## src/rtl/rp_pkg.sv

```systemverilog
package rp_pkg;
  // Field positions decoded by the update and serial logic
  localparam int CTRL_ADDR  = 0;
  localparam int CTRL_EXT   = 0;  // 1: update pin is an input
  localparam int CTRL_3W    = 1;  // 1: read data on dedicated output
  localparam int PER_ADDR   = 1;  // period, little endian, from here upward
  localparam int SYNC_DEPTH = 2;
endpackage

```

## src/rtl/rp_sync.sv

```systemverilog
module rp_sync #(
  parameter int W = 1,
  parameter int STAGES = 2,
  parameter logic [W-1:0] RST_VAL = '0
) (
  input  logic         clk,
  input  logic         rst,
  input  logic [W-1:0] d,
  output logic [W-1:0] q
);
  logic [W-1:0] st [STAGES];

  for (genvar s = 0; s < STAGES; s++) begin : g_stage
    always_ff @(posedge clk) begin
      if (rst) st[s] <= RST_VAL;
      else if (s == 0) st[s] <= d;
      else st[s] <= st[(s == 0) ? 0 : s-1];
    end
  end

  assign q = st[STAGES-1];
endmodule

```

## src/rtl/rp_serial.sv

```systemverilog
module rp_serial #(
  parameter int AW = 6,
  parameter int DW = 8
) (
  input  logic          clk,
  input  logic          rst,
  input  logic          io_rst_s,
  input  logic          sclk_s,
  input  logic          csn_s,
  input  logic          sdi_s,
  input  logic          three_wire,
  input  logic [DW-1:0] rd_data,
  output logic [AW-1:0] rd_addr,
  output logic          wr_en,
  output logic [AW-1:0] wr_addr,
  output logic [DW-1:0] wr_data,
  output logic          sdio_o,
  output logic          sdio_oe,
  output logic          sdo
);
  localparam int FRAME = 2*DW;
  localparam int CW = $clog2(FRAME+1);

  logic          sclk_d;
  logic          rise, fall;
  logic [CW-1:0] bcnt;
  logic [DW-1:0] instr, dsh, obyte;
  logic          ld_q, rd_act;

  assign rise = sclk_s & ~sclk_d;
  assign fall = ~sclk_s & sclk_d;

  always_ff @(posedge clk) begin
    if (rst) sclk_d <= 1'b0;
    else sclk_d <= sclk_s;
  end

  always_ff @(posedge clk) begin
    if (rst || io_rst_s || csn_s) begin
      bcnt    <= '0;
      instr   <= '0;
      dsh     <= '0;
      obyte   <= '0;
      ld_q    <= 1'b0;
      rd_act  <= 1'b0;
      wr_en   <= 1'b0;
      wr_addr <= '0;
      wr_data <= '0;
    end else begin
      wr_en <= 1'b0;
      ld_q  <= 1'b0;
      if (rise && bcnt < CW'(FRAME)) begin
        bcnt <= bcnt + 1'b1;
        if (bcnt < CW'(DW)) begin
          instr <= {instr[DW-2:0], sdi_s};
        end else begin
          dsh <= {dsh[DW-2:0], sdi_s};
          if (bcnt == CW'(FRAME-1) && !instr[DW-1]) begin
            wr_en   <= 1'b1;
            wr_addr <= instr[AW-1:0];
            wr_data <= {dsh[DW-2:0], sdi_s};
          end
        end
        if (bcnt == CW'(DW-1)) ld_q <= 1'b1;
      end
      if (ld_q) begin
        rd_act <= instr[DW-1];
        obyte  <= rd_data;
      end else if (fall && rd_act && bcnt > CW'(DW)) begin
        obyte <= {obyte[DW-2:0], 1'b0};
      end
    end
  end

  assign rd_addr = instr[AW-1:0];
  assign sdio_o  = obyte[DW-1];
  assign sdio_oe = rd_act & ~three_wire;
  assign sdo     = rd_act & three_wire & obyte[DW-1];
endmodule

```

## src/rtl/rp_update.sv

```systemverilog
module rp_update #(
  parameter int PERW = 32,
  parameter int PULSE_W = 8
) (
  input  logic            clk,
  input  logic            rst,
  input  logic            ext_mode,
  input  logic [PERW-1:0] period,
  input  logic            upd_i,
  output logic            xfer,
  output logic            upd_o,
  output logic            upd_oe
);
  localparam int PCW = $clog2(PULSE_W+1);

  logic            u1, u2, xtick, itick;
  logic [PERW-1:0] cnt;
  logic [PCW-1:0]  pcnt;

  always_ff @(posedge clk) begin
    if (rst) begin
      u1     <= 1'b0;
      u2     <= 1'b0;
      xtick  <= 1'b0;
      itick  <= 1'b0;
      cnt    <= '0;
      pcnt   <= '0;
      upd_o  <= 1'b0;
      upd_oe <= 1'b1;
    end else begin
      u1     <= upd_i;
      u2     <= u1;
      xtick  <= ext_mode & u1 & ~u2;
      upd_oe <= ~ext_mode;
      if (ext_mode || period == '0) begin
        cnt   <= '0;
        itick <= 1'b0;
      end else if (cnt >= period - 1'b1) begin
        cnt   <= '0;
        itick <= 1'b1;
      end else begin
        cnt   <= cnt + 1'b1;
        itick <= 1'b0;
      end
      if (itick && !ext_mode) begin
        upd_o <= 1'b1;
        pcnt  <= PCW'(PULSE_W-1);
      end else if (pcnt != '0) begin
        pcnt <= pcnt - 1'b1;
      end else begin
        upd_o <= 1'b0;
      end
    end
  end

  assign xfer = ext_mode ? xtick : itick;
endmodule

```

## src/rtl/rp_regport.sv

```systemverilog
module rp_regport #(
  parameter int NREG = 16,
  parameter int DW = 8,
  parameter int AW = 6,
  parameter int PERW = 32,
  parameter int PULSE_W = 8,
  parameter int DEF_PERIOD = 64
) (
  input  logic             clk,
  input  logic             rst,
  input  logic             io_rst,
  input  logic             sclk,
  input  logic             cs_n,
  input  logic             sdio_i,
  output logic             sdio_o,
  output logic             sdio_oe,
  output logic             sdo,
  input  logic             upd_i,
  output logic             upd_o,
  output logic             upd_oe,
  output logic [NREG*DW-1:0] act_flat
);
  import rp_pkg::*;

  localparam int IW = (NREG > 1) ? $clog2(NREG) : 1;
  localparam int PER_BYTES = PERW / DW;

  logic [DW-1:0]  buf_q [NREG];
  logic [DW-1:0]  act_q [NREG];
  logic           io_rst_s, csn_s, sclk_s, sdi_s;
  logic           wr_en, xfer, ext_mode, three_wire;
  logic [AW-1:0]  wr_addr, rd_addr;
  logic [DW-1:0]  wr_data, rd_data;
  logic [PERW-1:0] period;

  rp_sync #(.W(4), .STAGES(SYNC_DEPTH), .RST_VAL(4'b0100)) u_sync (
    .clk (clk),
    .rst (rst),
    .d   ({io_rst, cs_n, sclk, sdio_i}),
    .q   ({io_rst_s, csn_s, sclk_s, sdi_s})
  );

  rp_serial #(.AW(AW), .DW(DW)) u_serial (
    .clk        (clk),
    .rst        (rst),
    .io_rst_s   (io_rst_s),
    .sclk_s     (sclk_s),
    .csn_s      (csn_s),
    .sdi_s      (sdi_s),
    .three_wire (three_wire),
    .rd_data    (rd_data),
    .rd_addr    (rd_addr),
    .wr_en      (wr_en),
    .wr_addr    (wr_addr),
    .wr_data    (wr_data),
    .sdio_o     (sdio_o),
    .sdio_oe    (sdio_oe),
    .sdo        (sdo)
  );

  rp_update #(.PERW(PERW), .PULSE_W(PULSE_W)) u_update (
    .clk      (clk),
    .rst      (rst),
    .ext_mode (ext_mode),
    .period   (period),
    .upd_i    (upd_i),
    .xfer     (xfer),
    .upd_o    (upd_o),
    .upd_oe   (upd_oe)
  );

  for (genvar g = 0; g < NREG; g++) begin : g_reg
    localparam logic [DW-1:0] DV =
      (g >= PER_ADDR && g < PER_ADDR + PER_BYTES) ?
      DW'(DEF_PERIOD >> (DW * (g - PER_ADDR))) : '0;
    always_ff @(posedge clk) begin
      if (rst) begin
        buf_q[g] <= DV;
        act_q[g] <= DV;
      end else begin
        if (wr_en && wr_addr == AW'(g)) buf_q[g] <= wr_data;
        if (xfer) act_q[g] <= buf_q[g];
      end
    end
    assign act_flat[g*DW +: DW] = act_q[g];
  end

  for (genvar b = 0; b < PER_BYTES; b++) begin : g_per
    assign period[b*DW +: DW] = act_q[PER_ADDR + b];
  end

  assign ext_mode   = act_q[CTRL_ADDR][CTRL_EXT];
  assign three_wire = act_q[CTRL_ADDR][CTRL_3W];
  assign rd_data    = (int'(rd_addr) < NREG) ? act_q[rd_addr[IW-1:0]] : '0;
endmodule

```

## config.mk

```make
export PLATFORM = sky130hd
export DESIGN_NAME = rp_regport
export DESIGN_NICKNAME = d
export VERILOG_FILES = /design/src/rtl/rp_pkg.sv /design/src/rtl/rp_sync.sv /design/src/rtl/rp_serial.sv /design/src/rtl/rp_update.sv /design/src/rtl/rp_regport.sv
export SDC_FILE = /design/constraint.sdc
export NUM_CORES = 1
export LEC_CHECK = 0
export ABC_CLOCK_PERIOD_IN_PS = 8800
export BUFFER_PORTS_ARGS = -buffer_cell sky130_fd_sc_hd__buf_4
export CORE_MARGIN = 8
export CORE_UTILIZATION = 67
export CTS_BUF_LIST = sky130_fd_sc_hd__clkbuf_8
export CTS_CLUSTER_DIAMETER = 120
export DETAILED_ROUTE_END_ITERATION = 16
export PLACE_DENSITY = 0.89
export SLEW_MARGIN = 20
export SYNTH_ARGS = -nofsm -noshare
export SYNTH_HDL_FRONTEND = slang
export SYNTH_HIERARCHICAL = 1
export SYNTH_SLANG_ARGS = --single-unit
```

## constraint.sdc

```tcl
create_clock -name clk -period 8.8 [get_ports clk]
set_input_delay 0.44 -clock clk [delete_from_list [all_inputs] [get_ports clk]]
set_output_delay 0.44 -clock clk [all_outputs]
set_load 0.01 [all_outputs]
```

# After elaboration in Yosys (flattened, before gate mapping)
# Memory sizes are Yosys's and may differ from the RTL's. A register that Yosys moved wholly into a read port is not among the register bits.
# Cells that the tools add are included.
totals:
  register_bits: 88
  ram_bits: 264
  output_inout_bits: 133
  n_memories: 3
classes:
  n_addsub: 4
  order_cmp: 5
  eq_ne: 18
  muxes: 101
  n_bitwise: 48
  n_reduce_logical: 39
mem_list:
  columns: ["memory", "depth", "width", "rd", "rd_ports_with_merged_regs", "wr", "line", "rtl"]
  rows:
  - ["act_q", 16, 8, 17, 1, 16, "rp_regport.sv:29", "logic [DW-1:0] act_q [NREG];"]
  - ["buf_q", 16, 8, 16, 0, 16, "rp_regport.sv:28", "logic [DW-1:0] buf_q [NREG];"]
  - ["u_sync.st", 2, 4, 2, 0, 2, "rp_sync.sv:11", "logic [W-1:0] st [STAGES];"]
ops:
  columns: ["op", "count"]
  rows:
  - ["8-bit two-way mux", 35]
  - ["1-bit two-way mux", 60]
  - ["6-bit by 4-bit equality test with 1-bit output, second input constant", 8]
  - ["1-bit bitwise OR", 34]
  - ["32-bit by 1-bit adder with 32-bit output, second input constant", 1]
  - ["32-bit >= comparator", 1]
  - ["32-bit zero test", 1]
  - ["32-bit by 1-bit subtractor with 32-bit output, second input constant", 1]
  - ["6-bit by 3-bit equality test with 1-bit output, second input constant", 4]
  - ["1-bit logical AND", 21]
  - ["4-bit two-way mux", 4]
  - ["6-bit by 2-bit equality test with 1-bit output, second input constant", 2]
  - ["1-bit bitwise AND", 7]
  - ["1-bit inverter", 7]
  - ["6-bit by 1-bit equality test with 1-bit output, second input constant", 1]
  - ["6-bit zero test", 1]
  - ["6-bit by 5-bit less-than comparator with 1-bit output, second input constant", 1]
  - ["3-bit two-way mux", 2]
  - ["2-bit OR reduction", 3]
  - ["3-bit OR reduction", 2]
  - ["5-bit by 1-bit adder with 5-bit output, second input constant", 1]
  - ["5-bit by 3-bit equality test with 1-bit output, second input constant", 1]
  - ["5-bit by 4-bit equality test with 1-bit output, second input constant", 1]
  - ["5-bit by 4-bit > comparator with 1-bit output, second input constant", 1]
  - ["10 further kinds", 15]

# Logic depth before layout (Yosys ltp)
# An unclocked memory read counts as a cell.
depth:
  depth_word: 7
  mapped_depth: 13
  mapped_depth_nobuf: 12

# Hierarchy
# The synthesis kept the hierarchy.
by_module_without_submodules:
  columns: ["mod", "n_inst", "cells_per_inst", "area_each_um2", "seq_area_each_um2"]
  rows:
  - ["rp_regport", 1, 718, 10986.8, 7687.4]
  - ["rp_update", 1, 368, 3109.2, 840.8]
  - ["rp_serial", 1, 215, 1925.6, 920.9]
  - ["rp_sync", 1, 16, 210.2, 160.2]

# Least setup slack after synthesis
# Ideal clock, no wire load.
synth_path:
  path_type: "reg-to-reg"
  start: "mem act_q[1][6]"
  end: "reg u_update.cnt[24]"
  setup_ps: 130
  t_arrival_ps: 2981
  required_ps: 8670
  setup_slack_ps: 5689
  stages_incl_launch_ff: 12
  path_buffers: 1
  period_less_slack_ps: 3111
  cell_sequence: "edfxtp_1 -> nor4_1 -> and3_1 -> and3_1 -> nand4bb_1 -> xor2_1 -> ha_1 -> nand4_1 -> nor4_1 -> o31a_2 -> clkbuf_1 -> nor3_1"
synth_rtl:
  columns: ["element", "line", "rtl"]
  rows:
  - ["start: declaration", "rp_regport.sv:29", null]
  - ["end signal: assignment", "rp_update.sv:42", "cnt <= cnt + 1'b1;"]
  - ["end: declaration", "rp_update.sv:17", "logic [PERW-1:0] cnt;"]

==> results.yml <==
clock_tree:
  cts.sinks: 352
  post_cts_buffers: 0
  clk_pin_slew_ps: 60
  numCtsBuffers: 55
  cts_hold_buf: 0
  cts_root_buffer: "clkbuf_8"
  clk-insertion-delay-late_ps: 590
  ctsResizeCount: 0
  cts_tree: "built"
  htree_levels: 2
  cts_buffer_depth: 3
power_and_ir_drop:
  total_leakage_power_nw: 7.04
  p_int_w: 0.00253
  switching_share_pct: 23.2
  comb_power_share_pct: 5.3
  powerDensity_nw_per_um2: 180
  seq_power_share_pct: 56.7
  switching_power_w: 0.000763
  peakVddDrop_mv: 0.136
  clockPowerShare_pct: 38.0
setup_path:
  cp.required_ps: 9270
  worstSetupStartpointType: "register"
  reg2reg_setup_slack_ps: 4740
  end_kind: "register"
  reg2regPathDepth: 11
  crit_fanout: 32
  critical_path_arrival_ps: 4530
  worstSetupPathType: "reg -> reg"
yosys:
  synth_warnings: 6
  syn_inst: 1317
  ys_types: 71
  ys_seq_area_share_pct: 59.2
  synthesis.nets: 1363
  async_flop_share_pct: 0
  synth_ff_type: "edfxtp_1"
  syn_area_um2: 16200
  synth_edf_count: 256
  synth-seq-cells: 352
  synth_area_per_cell_um2: 12.3
floorplan:
  core_area_um2: 24000
  die_h_um: 172
  die_x_um: 172
  pin_count: 140
  die-area_um2: 29500
  initial_core_util_pct: 67.5
  rows: 57
drt:
  drt_first_pass_iters: 5
  routed_wl_mm: 39.5
  drc: 0
  num_vias: 10900
  antenna_left: 0
  vias_per_cell: 5.98
  drt_iter0_drc: 1182
  wl_per_cell_um: 21.7
sta:
  tightest_slew_ps: 1050
  fin_crit_sh_pct: 46.1
  rsz0062_at_grt: "no"
  fmax_mhz: 247
  fin_worst_skew_ps: 28.7
  setup_viol: 0
  hold_violations: 0
  holdWs_ps: 26.8
  relSlewSlack_pct: 29.6
  period_minus_slack_ps: 4060
  tns_ps: 0
  maxSlewViolCount: 0
layout:
  drive_gt1_share_pct: 16.8
  antenna_cells: 0
  fin_nets: 1497
  synthToLayoutAreaGrowth_pct: 12.8
  fill_cells: 1504
place:
  io_buffer_count: 139
  dp_hpwl_mm: 27.2
  gp_congestion: 0.897
min_path:
  min_path_cells: 2
  hold_path.class: "in -> reg"
global_routing:
  grt_start_max_net_pins: 129
  grt_overflow: 0
  grt_pass1_wl_mm: 60.2
  first_global_vias: 10800
  antenna_found_initial: 1
  grt_use_total_pct: 26.8
status:
  status: "completed"
job:
  maxCapViolations: 0
## metrics by stage
step                instance area [um^2]  cells  setup slack, ps  total power, W  utilization, %
finish                             18300   1820             4740         0.00329            76.2
global route                       18300   1820             4390         0.00340            76.2
CTS                                18300   1820             4780         0.00330            76.2
detailed placement                 17300   1718             4850         0.00207            72.0
global placement                   17300   1718             5060         0.00206            72.0
floorplan                          16200   1317             5690         0.00199               -
## cells by family after synthesis
family                   share of synthesized area [%]
AO/OA/AOI/OAI                                     4.86
XOR/XNOR                                          3.40
adder cells (fa/ha/maj)                           3.01
buffers and inverters                             2.98
flip-flops                                        59.2
multiplexers                                      5.02
AND/OR/NAND/NOR                                   21.5
## flip-flops by register name, summed over array words and instances, names as in the netlist, 5 cells and up
register,count
u_serial/obyte,8
u_sync/st,8
u_serial/instr,8
u_update/cnt,32
u_serial/wr_addr,6
act_q,128
buf_q,128
u_serial/bcnt,5
u_serial/dsh,7
u_serial/wr_data,8
## synthesized netlist by cell type (23+ instances only)
cell type / number / area [um^2]
and2_1: 256 / 1600
edfxtp_1: 256 / 7690
dfxtp_1: 96 / 1920
nand2_1: 82 / 308
mux2i_1: 69 / 691
nor2_1: 46 / 173
nor3_1: 45 / 225
ha_1: 39 / 488
a21oi_1: 36 / 180
clkbuf_1: 35 / 131
xor2_1: 33 / 289
xnor2_1: 30 / 263
a22oi_1: 23 / 173
## metal layers
metal | share of wire (%) | GRT usage [%]
met3 | 8.2 | 4.77
met4 | 3.8 | 11.0
met2 | 50 | 46.0
met1 | 38 | 33.1
met5 | 0 | 0
## final timing paths
kind	end	from
worst max-delay path	u_update/cnt[26]	act_q[1][7]
worst min-delay path	u_sync/st[0][2]	cs_n
worst max register to register	u_update/cnt[26]	act_q[1][7]
worst min register to register	u_sync/st[1][1]	u_sync/st[0][1]
## cells in the final DEF (no fill, tap or decap), types with 30 or more instances in the layout
cell type	count
a21oi_1	36
mux2i_1	69
edfxtp_1	256
nand2_1	82
and2_1	256
buf_4	146
inv_1	44
ha_1	39
dfxtp_1	95
xnor2_1	30
clkbuf_8	60
xor2_1	33
nor2_1	46
nor3_1	45
## power by group through the flow
stage	combinational [W]	sequential (W)	clock [W]
after floorplan	0.0000946	0.00190	0
after global placement	0.000166	0.00190	0
after detailed placement	0.000173	0.00190	0
after CTS	0.000175	0.00186	0.00126
after global routing	0.000189	0.00187	0.00134
final	0.000174	0.00187	0.00125
## critical path, stage by stage, from the launching register on
cell,delay (ps)
edfxtp_1,490
nor4_1,680
and3_1,350
and3_1,230
nor2b_1,180
xnor2_1,140
ha_1,280
nand4_1,130
nor3_1,70
a221oi_1,360
nand3_2,600
a211oi_1,440
## cell type report
type	instances	area, um^2	area share, %
Clock inverter	42	180	0.984
Inverter	12	45.0	0.246
Clock buffer	60	826	4.51
Multi-Input combinational cell	884	6150	33.6
Tap cell	324	405	2.21
Timing Repair Buffer	146	1100	5.98
Sequential cell	352	9610	52.5
(Power assumes the default switching activity.)
